--- config.mk ---
export PLATFORM = sky130hd
export DESIGN_NAME = seg_load_agen
export DESIGN_NICKNAME = d
export VERILOG_FILES = /design/src/rtl/sla_pkg.sv /design/src/rtl/sla_active.sv /design/src/rtl/sla_addr.sv /design/src/rtl/sla_ctrl.sv /design/src/rtl/seg_load_agen.sv
export SDC_FILE = /design/constraint.sdc
export NUM_CORES = 2
export LEC_CHECK = 0
export BUFFER_PORTS_ARGS = -buffer_cell sky130_fd_sc_hd__buf_2
export CAP_MARGIN = 20
export CORE_MARGIN = 5
export CORE_UTILIZATION = 50
export DETAILED_ROUTE_END_ITERATION = 16
export PLACE_DENSITY = 0.8
export SYNTH_ARGS = -nofsm -noshare
export SYNTH_HDL_FRONTEND = slang
export SYNTH_SLANG_ARGS = --single-unit
--- constraint.sdc ---
create_clock -name clk -period 13.11 [get_ports clk]
set_input_delay 1.311 -clock clk [delete_from_list [all_inputs] [get_ports clk]]
set_output_delay 1.311 -clock clk [all_outputs]
set_load 0.1 [all_outputs]
--- src/rtl/sla_pkg.sv ---
package sla_pkg;

    typedef enum logic [1:0] {
        ST_IDLE = 2'd0,
        ST_SCAN = 2'd1,
        ST_REQ  = 2'd2,
        ST_WAIT = 2'd3
    } sla_state_e;

    // byte count for an element size code
    function automatic logic [3:0] elem_bytes(input logic [1:0] code);
        return 4'd1 << code;
    endfunction

endpackage

--- src/rtl/sla_active.sv ---
// Finds the lowest active element at or above the cursor.
module sla_active #(
    parameter int MAX_VL = 8,
    parameter int VLW    = 4,
    parameter int EW     = 3
) (
    input  logic [MAX_VL-1:0] mask,
    input  logic              pred_en,
    input  logic              pred_inv,
    input  logic [VLW-1:0]    vl,
    input  logic [VLW-1:0]    cursor,
    output logic              found,
    output logic [EW-1:0]     first
);

    logic [MAX_VL-1:0] act;

    for (genvar g = 0; g < MAX_VL; g++) begin : g_act
        assign act[g] = (VLW'(g) < vl) && (!pred_en || (mask[g] ^ pred_inv));
    end

    always_comb begin
        found = 1'b0;
        first = '0;
        for (int i = MAX_VL - 1; i >= 0; i--) begin
            if (act[i] && (VLW'(i) >= cursor)) begin
                found = 1'b1;
                first = EW'(i);
            end
        end
    end

endmodule

--- src/rtl/sla_addr.sv ---
// Byte address of one field of one element.
module sla_addr #(
    parameter int AW     = 32,
    parameter int MAX_VL = 8,
    parameter int EW     = 3,
    parameter int SEGW   = 3
) (
    input  logic [AW-1:0]        base,
    input  logic [AW-1:0]        stride_reg,
    input  logic [1:0]           esz,
    input  logic                 unit,
    input  logic                 idxv,
    input  logic [MAX_VL*AW-1:0] idx_flat,
    input  logic [SEGW-1:0]      seg,
    input  logic [EW-1:0]        elem,
    input  logic [SEGW-1:0]      field,
    output logic [AW-1:0]        addr
);

    logic [AW-1:0] idx_arr [MAX_VL];
    logic [AW-1:0] stride;
    logic [AW-1:0] nfields;
    logic [AW-1:0] lin_off;
    logic [AW-1:0] elem_off;

    for (genvar g = 0; g < MAX_VL; g++) begin : g_idx
        assign idx_arr[g] = idx_flat[g*AW +: AW];
    end

    always_comb begin
        stride   = unit ? AW'(sla_pkg::elem_bytes(esz)) : stride_reg;
        nfields  = AW'(seg) + AW'(1);
        lin_off  = AW'(elem) * nfields * stride;
        elem_off = idxv ? idx_arr[elem] : lin_off;
        addr     = base + elem_off + AW'(field) * stride;
    end

endmodule

--- src/rtl/sla_ctrl.sv ---
// Sequencer: scan for active element, request each field, wait for data.
module sla_ctrl
    import sla_pkg::*;
#(
    parameter int VLW  = 4,
    parameter int EW   = 3,
    parameter int SEGW = 3
) (
    input  logic            clk,
    input  logic            rst,
    input  logic            start,
    input  logic [VLW-1:0]  vl_in,
    input  logic            found,
    input  logic [EW-1:0]   first,
    input  logic [SEGW-1:0] seg,
    input  logic            req_ready,
    input  logic            rsp_valid,
    output logic [VLW-1:0]  cursor,
    output logic [EW-1:0]   elem,
    output logic [SEGW-1:0] field,
    output logic            latch_en,
    output logic            busy,
    output logic            req_valid,
    output logic            wr_en,
    output logic            done
);

    sla_state_e state_q;
    logic       done_q;

    assign latch_en  = (state_q == ST_IDLE) && start;
    assign busy      = (state_q != ST_IDLE);
    assign req_valid = (state_q == ST_REQ);
    assign wr_en     = (state_q == ST_WAIT) && rsp_valid;
    assign done      = done_q;

    always_ff @(posedge clk) begin
        if (rst) begin
            state_q <= ST_IDLE;
            cursor  <= '0;
            elem    <= '0;
            field   <= '0;
            done_q  <= 1'b0;
        end else begin
            done_q <= 1'b0;
            case (state_q)
                ST_IDLE: begin
                    if (start) begin
                        cursor <= '0;
                        if (vl_in == '0) begin
                            done_q <= 1'b1;
                        end else begin
                            state_q <= ST_SCAN;
                        end
                    end
                end
                ST_SCAN: begin
                    if (found) begin
                        elem    <= first;
                        field   <= '0;
                        state_q <= ST_REQ;
                    end else begin
                        done_q  <= 1'b1;
                        state_q <= ST_IDLE;
                    end
                end
                ST_REQ: begin
                    if (req_ready) begin
                        state_q <= ST_WAIT;
                    end
                end
                ST_WAIT: begin
                    if (rsp_valid) begin
                        if (field == seg) begin
                            cursor  <= VLW'(elem) + VLW'(1);
                            state_q <= ST_SCAN;
                        end else begin
                            field   <= field + SEGW'(1);
                            state_q <= ST_REQ;
                        end
                    end
                end
                default: state_q <= ST_IDLE;
            endcase
        end
    end

endmodule

--- src/rtl/seg_load_agen.sv ---
module seg_load_agen #(
    parameter int AW     = 32,
    parameter int DW     = 32,
    parameter int MAX_VL = 8,
    parameter int SEGW   = 3,
    parameter int REGW   = 5,
    localparam int VLW   = $clog2(MAX_VL + 1),
    localparam int EW    = (MAX_VL > 1) ? $clog2(MAX_VL) : 1
) (
    input  logic                 clk,
    input  logic                 rst,
    input  logic                 start,
    input  logic [AW-1:0]        base_addr,
    input  logic [AW-1:0]        stride_val,
    input  logic [1:0]           elem_size,
    input  logic                 unit_stride,
    input  logic                 idx_vec,
    input  logic [MAX_VL*AW-1:0] idx_flat,
    input  logic [SEGW-1:0]      seglen,
    input  logic [VLW-1:0]       vl,
    input  logic [REGW-1:0]      rd,
    input  logic                 pred_en,
    input  logic                 pred_inv,
    input  logic [MAX_VL-1:0]    pred_mask,
    output logic                 busy,
    output logic                 done,
    output logic                 req_valid,
    input  logic                 req_ready,
    output logic [AW-1:0]        req_addr,
    input  logic                 rsp_valid,
    input  logic [DW-1:0]        rsp_data,
    output logic                 wr_en,
    output logic [REGW-1:0]      wr_reg,
    output logic [EW-1:0]        wr_elem,
    output logic [DW-1:0]        wr_data
);

    // configuration captured at the accepted start
    logic [AW-1:0]        base_q, stride_q;
    logic [1:0]           esz_q;
    logic                 unit_q, idxv_q, pe_q, inv_q;
    logic [MAX_VL*AW-1:0] idx_q;
    logic [SEGW-1:0]      seg_q;
    logic [VLW-1:0]       vl_q;
    logic [REGW-1:0]      rd_q;
    logic [MAX_VL-1:0]    mask_q;

    logic                 latch_en, found;
    logic [EW-1:0]        first, elem;
    logic [SEGW-1:0]      field;
    logic [VLW-1:0]       cursor;

    always_ff @(posedge clk) begin
        if (rst) begin
            base_q   <= '0;
            stride_q <= '0;
            esz_q    <= '0;
            unit_q   <= 1'b0;
            idxv_q   <= 1'b0;
            pe_q     <= 1'b0;
            inv_q    <= 1'b0;
            idx_q    <= '0;
            seg_q    <= '0;
            vl_q     <= '0;
            rd_q     <= '0;
            mask_q   <= '0;
        end else if (latch_en) begin
            base_q   <= base_addr;
            stride_q <= stride_val;
            esz_q    <= elem_size;
            unit_q   <= unit_stride;
            idxv_q   <= idx_vec;
            pe_q     <= pred_en;
            inv_q    <= pred_inv;
            idx_q    <= idx_flat;
            seg_q    <= seglen;
            vl_q     <= vl;
            rd_q     <= rd;
            mask_q   <= pred_mask;
        end
    end

    sla_active #(.MAX_VL(MAX_VL), .VLW(VLW), .EW(EW)) u_active (
        .mask     (mask_q),
        .pred_en  (pe_q),
        .pred_inv (inv_q),
        .vl       (vl_q),
        .cursor   (cursor),
        .found    (found),
        .first    (first)
    );

    sla_addr #(.AW(AW), .MAX_VL(MAX_VL), .EW(EW), .SEGW(SEGW)) u_addr (
        .base       (base_q),
        .stride_reg (stride_q),
        .esz        (esz_q),
        .unit       (unit_q),
        .idxv       (idxv_q),
        .idx_flat   (idx_q),
        .seg        (seg_q),
        .elem       (elem),
        .field      (field),
        .addr       (req_addr)
    );

    sla_ctrl #(.VLW(VLW), .EW(EW), .SEGW(SEGW)) u_ctrl (
        .clk       (clk),
        .rst       (rst),
        .start     (start),
        .vl_in     (vl),
        .found     (found),
        .first     (first),
        .seg       (seg_q),
        .req_ready (req_ready),
        .rsp_valid (rsp_valid),
        .cursor    (cursor),
        .elem      (elem),
        .field     (field),
        .latch_en  (latch_en),
        .busy      (busy),
        .req_valid (req_valid),
        .wr_en     (wr_en),
        .done      (done)
    );

    assign wr_reg  = rd_q + REGW'(field);
    assign wr_elem = elem;
    assign wr_data = rsp_data;

endmodule

# Word-level counts from Yosys, hierarchy flattened
# Cells that the tools add are included.
totals:
  in_bits: 383
  reg_bits: 359
  out_inout_bits: 76
  wordCells: 140
op_classes:
  n_mux: 40
  multipliers: 3
  reduce_logical: 36
  n_eq_ne: 11
  add_sub_neg: 6
  shifts: 1
  bitwise_logic: 9
  n_lt_le_gt_ge: 17
ops:
  columns: ["operator", "count"]
  rows:
  - ["32-bit two-way mux", 4]
  - ["32-bit binary-select mux with 3-bit select", 1]
  - ["32-bit adder", 2]
  - ["3-bit by 32-bit multiplier with 32-bit output", 2]
  - ["3-bit two-way mux", 11]
  - ["32-bit by 32-bit multiplier with 32-bit output", 1]
  - ["1-bit logical AND", 18]
  - ["3-bit by 4-bit greater-or-equal comparator with 1-bit output, first input constant", 4]
  - ["3-bit by 4-bit less-than comparator with 1-bit output, first input constant", 4]
  - ["2-bit two-way mux", 6]
  - ["4-bit two-way mux", 3]
  - ["2-bit inequality test, second input constant", 6]
  - ["4-bit AND reduction", 3]
  - ["1-bit two-way mux", 11]
  - ["3-bit by 1-bit adder with 4-bit output, second input constant", 2]
  - ["1-bit by 4-bit greater-or-equal comparator with 1-bit output, first input constant", 2]
  - ["2-bit by 4-bit greater-or-equal comparator with 1-bit output, first input constant", 2]
  - ["1-bit logical OR", 8]
  - ["1-bit by 4-bit less-than comparator with 1-bit output, first input constant", 2]
  - ["2-bit by 4-bit less-than comparator with 1-bit output, first input constant", 2]
  - ["2-bit one-hot mux with 4 select lines", 1]
  - ["4-bit one-hot mux with 2 select lines", 1]
  - ["1-bit XOR", 8]
  - ["3-bit one-hot mux with 2 select lines", 1]
  - ["other kinds (15)", 18]

# Logic depth before layout (Yosys ltp)
depth:
  word_depth: 14
  depth_mapped: 45
  mapped_depth_nobuf: 43

# Hierarchy
# A second synthesis with hierarchy kept.
hier_totals:
  hier_cells: 2845
  hier_area_um2: 26784.4
modules_own_cells:
  columns: ["mod", "seq_area_each_um2", "cells_each", "area_each_um2", "n_inst"]
  rows:
  - ["sla_addr", 0.0, 1551, 12913.6, 1]
  - ["seg_load_agen", 6926.6, 1162, 12796.0, 1]
  - ["sla_ctrl", 260.2, 78, 706.9, 1]
  - ["sla_active", 0.0, 54, 367.9, 1]

# Least setup slack after synthesis
# No wires, ideal clock.
synth_timing:
  path_kind: "flip-flop to output port"
  from: "register u_ctrl.elem[0]"
  to: "output req_addr[30]"
  required_ns: 11.799
  arrival_ns: 13.699
  slack_ns: -1.900
  n_path_buf: 4
  stages_incl_launch_ff: 43
  path_cell_list: "dfxtp_1 buf_2 buf_1 clkbuf_1 and2_1 fa_1 ha_1 fa_1 a21o_1 a21oi_1 clkbuf_1 nor2_1 fa_1 fa_1 ha_1 inv_1 fa_1 inv_1 [7 not listed] a21o_1 a21oi_1 nand4_1 a31oi_1 o21bai_1 a21o_1 a21oi_1 xor2_1 o21ai_0 fa_1 ha_1 nand2_1 o31a_2 a311oi_2 o21ai_2 a211oi_2 o41ai_2 o311ai_1"
synth_via:
  elab_chain_cells: 7
  elab_cells_between_ends: 9
  classes_between: "add/sub (2); mul (2); mux (4); bitwise (1)"
synth_lines:
  columns: ["item", "line", "rtl"]
  rows:
  - ["start, declared", "sla_ctrl.sv:19", "output logic [EW-1:0] elem,"]
  - ["start signal, assigned", "sla_ctrl.sv:59", "elem <= first;"]
  - ["branches (longest 4 deep; another with 3-bit by 32-bit multiplier with 32-bit output)", null, null]
  - ["32-bit two-way mux (*)", "sla_addr.sv:34", "elem_off = idxv ? idx_arr[elem] : lin_off;"]
  - ["32-bit adder (*) (2 in a row)", "sla_addr.sv:35", "addr = base + elem_off + AW'(field) * stride;"]
  - ["end, declared", "seg_load_agen.sv:29", "output logic [AW-1:0] req_addr,"]
# Mark *: on every way between the ends. The select of a mux whose other input is x is not followed.

# Worst setup path after layout
layout_timing:
  from: "register seg_q[0]"
  to: "output req_addr[31]"
layout_via:
  elab_chain_cells: 6
layout_lines:
  columns: ["item", "line", "rtl"]
  rows:
  - ["start, declared", "seg_load_agen.sv:43", "logic [SEGW-1:0] seg_q;"]
  - ["start signal, assigned", "seg_load_agen.sv:76", "seg_q <= seglen;"]
  - ["3-bit by 1-bit adder with 4-bit output", "sla_addr.sv:32", "nfields = AW'(seg) + AW'(1);"]
  - ["3-bit by 32-bit multiplier with 32-bit output", "sla_addr.sv:33", "lin_off = AW'(elem) * nfields * stride;"]
  - ["32-bit by 32-bit multiplier with 32-bit output", "sla_addr.sv:33", null]
  - ["32-bit two-way mux", "sla_addr.sv:34", null]
  - ["32-bit adder (2 in a row)", "sla_addr.sv:35", null]
# No other way between the ends.

==> summary.md <==
| Metric | Value |
|---|---|
| Synth top area cells | `dfxtp_1, fa_1, nand2_1` |
| Power share of the sequential group | `36.3%` |
| Gpl congestion | `0.950` |
| WS Path Type | `flop to output port` |
| Initial antenna violation count | `10` |
| Final net count | `4429` |
| Mapped cell area | `27700 µm²` |
| Clock Pin Slew Worst Setup and Hold Paths | `60 ps` |
| Hold Vio Cnt, Final | `0` |
| Switching part of the total | `37.3%` |
| # rows | `86` |
| # IOs | `459` |
| Layout Cells excl Fill | `4367` |
| Drt wl/cell | `18.1 µm` |
| First-pass GRT wire length | `126000 µm` |
| Full die area | `60100 µm²` |
| Clock Sinks | `359` |
| Status | `completed` |
| WP data required | `11800 ps` |
| # placed instances | `4292` |
| P&R area growth vs syn | `14.3%` |
| Clk_skew | `20.1 ps` |
| Slew Limit Fails | `0` |
| Synthesized area per cell | `8.25 µm²` |
| Top FF cell, synth | `dfxtp_1` |
| Slew headroom | `21.8%` |
| DR vias | `23834` |
| Sequential area share after synthesis | `26.0%` |
| Post-synthesis register bit count | `359` |
| Clock network fraction of design power | `31.7%` |
| Worst hold path type | `flop to flop` |
| DRT antenna net count | `0` |
| Asr flop ratio synth | `0%` |
| Post-CTS Hold Fix Bufs | `0` |
| TritonCTS buffer count | `38` |
| Post-DP HPWL | `60700 µm` |
| PortBufs | `394` |
| Period utilization | `95.9%` |
| Pint | `2210 µW` |
| Peak supply drop | `0.125 mV` |
| CTS tree | `done` |
| Fin Hold WS | `452 ps` |
| RSZ-0062 raised after global routing | `no` |
| Starting Density | `50.3%` |
| Most frequent cell after synthesis | `nand2_1` |
| DRC | `0` |
| Critical Path Start Type | `flop` |
| Leakage | `0.0149 µW` |
| CP arrival | `11270 ps` |
| GRT Total Usage | `25.9%` |
| H-tree depth | `2` |
| MaxCap Viol Count | `0` |
| Library cells used by synthesis | `72` |
| Top post-synthesis cells by count | `nand2_1, a21oi_1, dfxtp_1` |
| Post-synth top area share | `26.0%` |
| Clock root buffer | `clkbuf_16` |
| Fin crit period | `12580 ps` |
| Critical path peak fanout | `21` |
| Synth warnings | `0` |
| Setup crit end kind | `output port` |
| Largest net degree at the start of global routing | `223` |
| Number of global-route vias before repair | `24026` |
| CP max stage delay | `700 ps` |
| Die Wd | `245 µm` |
| Final setup vio count | `0` |
| Post-Syn Nets | `4192` |
| Via density | `5.46` |
| Cell taking the most area after synthesis | `dfxtp_1` |
| Post-Route WL | `78900 µm` |
| GRT overflow | `0` |
| Slew @ Worst Pin | `1170 ps` |
| Peak Freq | `0.0795 GHz` |
| Die Span Y | `245 µm` |
| Share of layout cells above drive strength 1 | `16.9%` |
| CTS max path bufs | `3` |
| Combinational share of power | `32.0%` |
| DR iter-0 viols | `1894` |
| Setup TNS | `0 ps` |
| Post-synth EDFFs | `0` |
| Slowest-stage cell, CP | `fa_2` |
| Switch Pwr | `1310 µW` |
| Core Footprint | `55000 µm²` |
| Initial DRT Pass Iterations | `7` |
| Syn Inst Count | `3351` |
| Clk_lat worst skew | `570 ps` |
| Pwr Density | `111 nW/µm²` |
[path summary, 6_finish.rpt]
path	start	endpoint	slack, ps	depth (start not counted)
worst max register to register	u_ctrl.state_q[1]	idx_q[20]	9690	6
worst max-delay path	seg_q[0]	req_addr[31]	530	40
worst min-delay path	idx_q[81]	idx_q[81]	450	2
worst min register to register	idx_q[81]	idx_q[81]	450	2
[what timing repair did]
item                       CTS  global route
pin swaps                    0             8
buffers inserted             0             4
setup endpoints to repair    2            13
resized for setup            3            24
[power groups by stage]
stage / sequential [µW] / clock (µW) / combinational, µW
6_report: 1280 / 1110 / 1130
5_1_grt: 1290 / 1180 / 1210
4_1_cts: 1280 / 1130 / 1120
3_5_place_dp: 1300 / 0 / 1110
3_3_place_gp: 1290 / 0 / 1100
2_1_floorplan: 1280 / 0 / 842
[metrics by stage]
stage	setup WS [ps]	utilization (%)	total power, µW	cell area [µm²]
finish	532	57.5	3520	31600
global route	0.0622	57.5	3680	31600
CTS	67.0	57.2	3530	31500
detailed placement	527	54.8	2410	30100
global placement	725	54.8	2400	30100
floorplan	78.5	-	2120	27800
[routing by layer]
metal  vias to the layer above  routed length, µm  GRT usage (%)
met1                     11388              33200           34.7
met3                       179               6420           5.50
li1                      11325                  -              -
met5                         -                 58              0
met4                        10               2690           8.22
met2                       932              36500           42.4
[flip-flops by register name (all words and copies together), names as in the netlist, 4 cells and up]
| name | count |
|---|---|
| idx_q | 256 |
| base_q | 32 |
| stride_q | 32 |
| mask_q | 8 |
| rd_q | 5 |
| u_ctrl.cursor | 4 |
| vl_q | 4 |
[layout by cell type (no fill, tap or decap), types with 7 or more instances in the layout]
master | synthesis | layout
a211oi_1 | 8 | 7
a21o_1 | 24 | 24
a21oi_1 | 427 | 422
a31oi_1 | 8 | 8
and2_1 | 57 | 56
and3_1 | 8 | 8
buf_12 | 0 | 14
buf_2 | 3 | 381
buf_4 | 32 | 29
clkbuf_16 | 0 | 38
clkbuf_8 | 0 | 8
dfxtp_1 | 359 | 354
fa_1 | 220 | 219
ha_1 | 238 | 236
inv_1 | 299 | 299
mux2_2 | 12 | 12
mux2i_1 | 24 | 24
mux4_2 | 64 | 64
nand2_1 | 948 | 947
nand2b_1 | 7 | 7
nand3_1 | 14 | 14
nor2_1 | 112 | 112
nor2b_1 | 39 | 39
nor3_1 | 15 | 14
o21a_1 | 12 | 12
o21ai_0 | 38 | 37
o21bai_1 | 8 | 8
xnor2_1 | 69 | 62
xor2_1 | 20 | 17
[area by class of cell]
type	count	area (µm²)
Sequential cell	359	7200
Clock buffer	52	1080
Inverter	299	1120
Clock inverter	15	218
Fill cell	4801	23400
Multi-Input combinational cell	2465	18600
Antenna cell	4	10.0
Timing Repair Buffer	425	2420
Tap cell	748	936
[cell families (layout without fill, tap and decap cells)]
group,Yosys count,count (layout),share of synthesized area [%]
and+or+nand+nor,1234,1234,18.3
AOI/OAI and AO/OA,584,584,12.0
buffers and inverters,527,791,7.60
adders and majority gates,458,458,26.7
DFF,359,359,26.0
muxes,100,100,6.57
xor gates and xnor gates,89,89,2.82
other,0,4,0
[critical path, delay by kind of cell (launching register included)]
kind / cells / cell delay, ps
AO/OA/AOI/OAI: 12 / 2400
XOR/XNOR: 4 / 640
adder cells (fa/ha/maj): 15 / 6080
buffers and inverters: 5 / 650
flip-flops: 1 / 370
AND/OR/NAND/NOR: 4 / 510
Power figures use the tool's default switching activity.
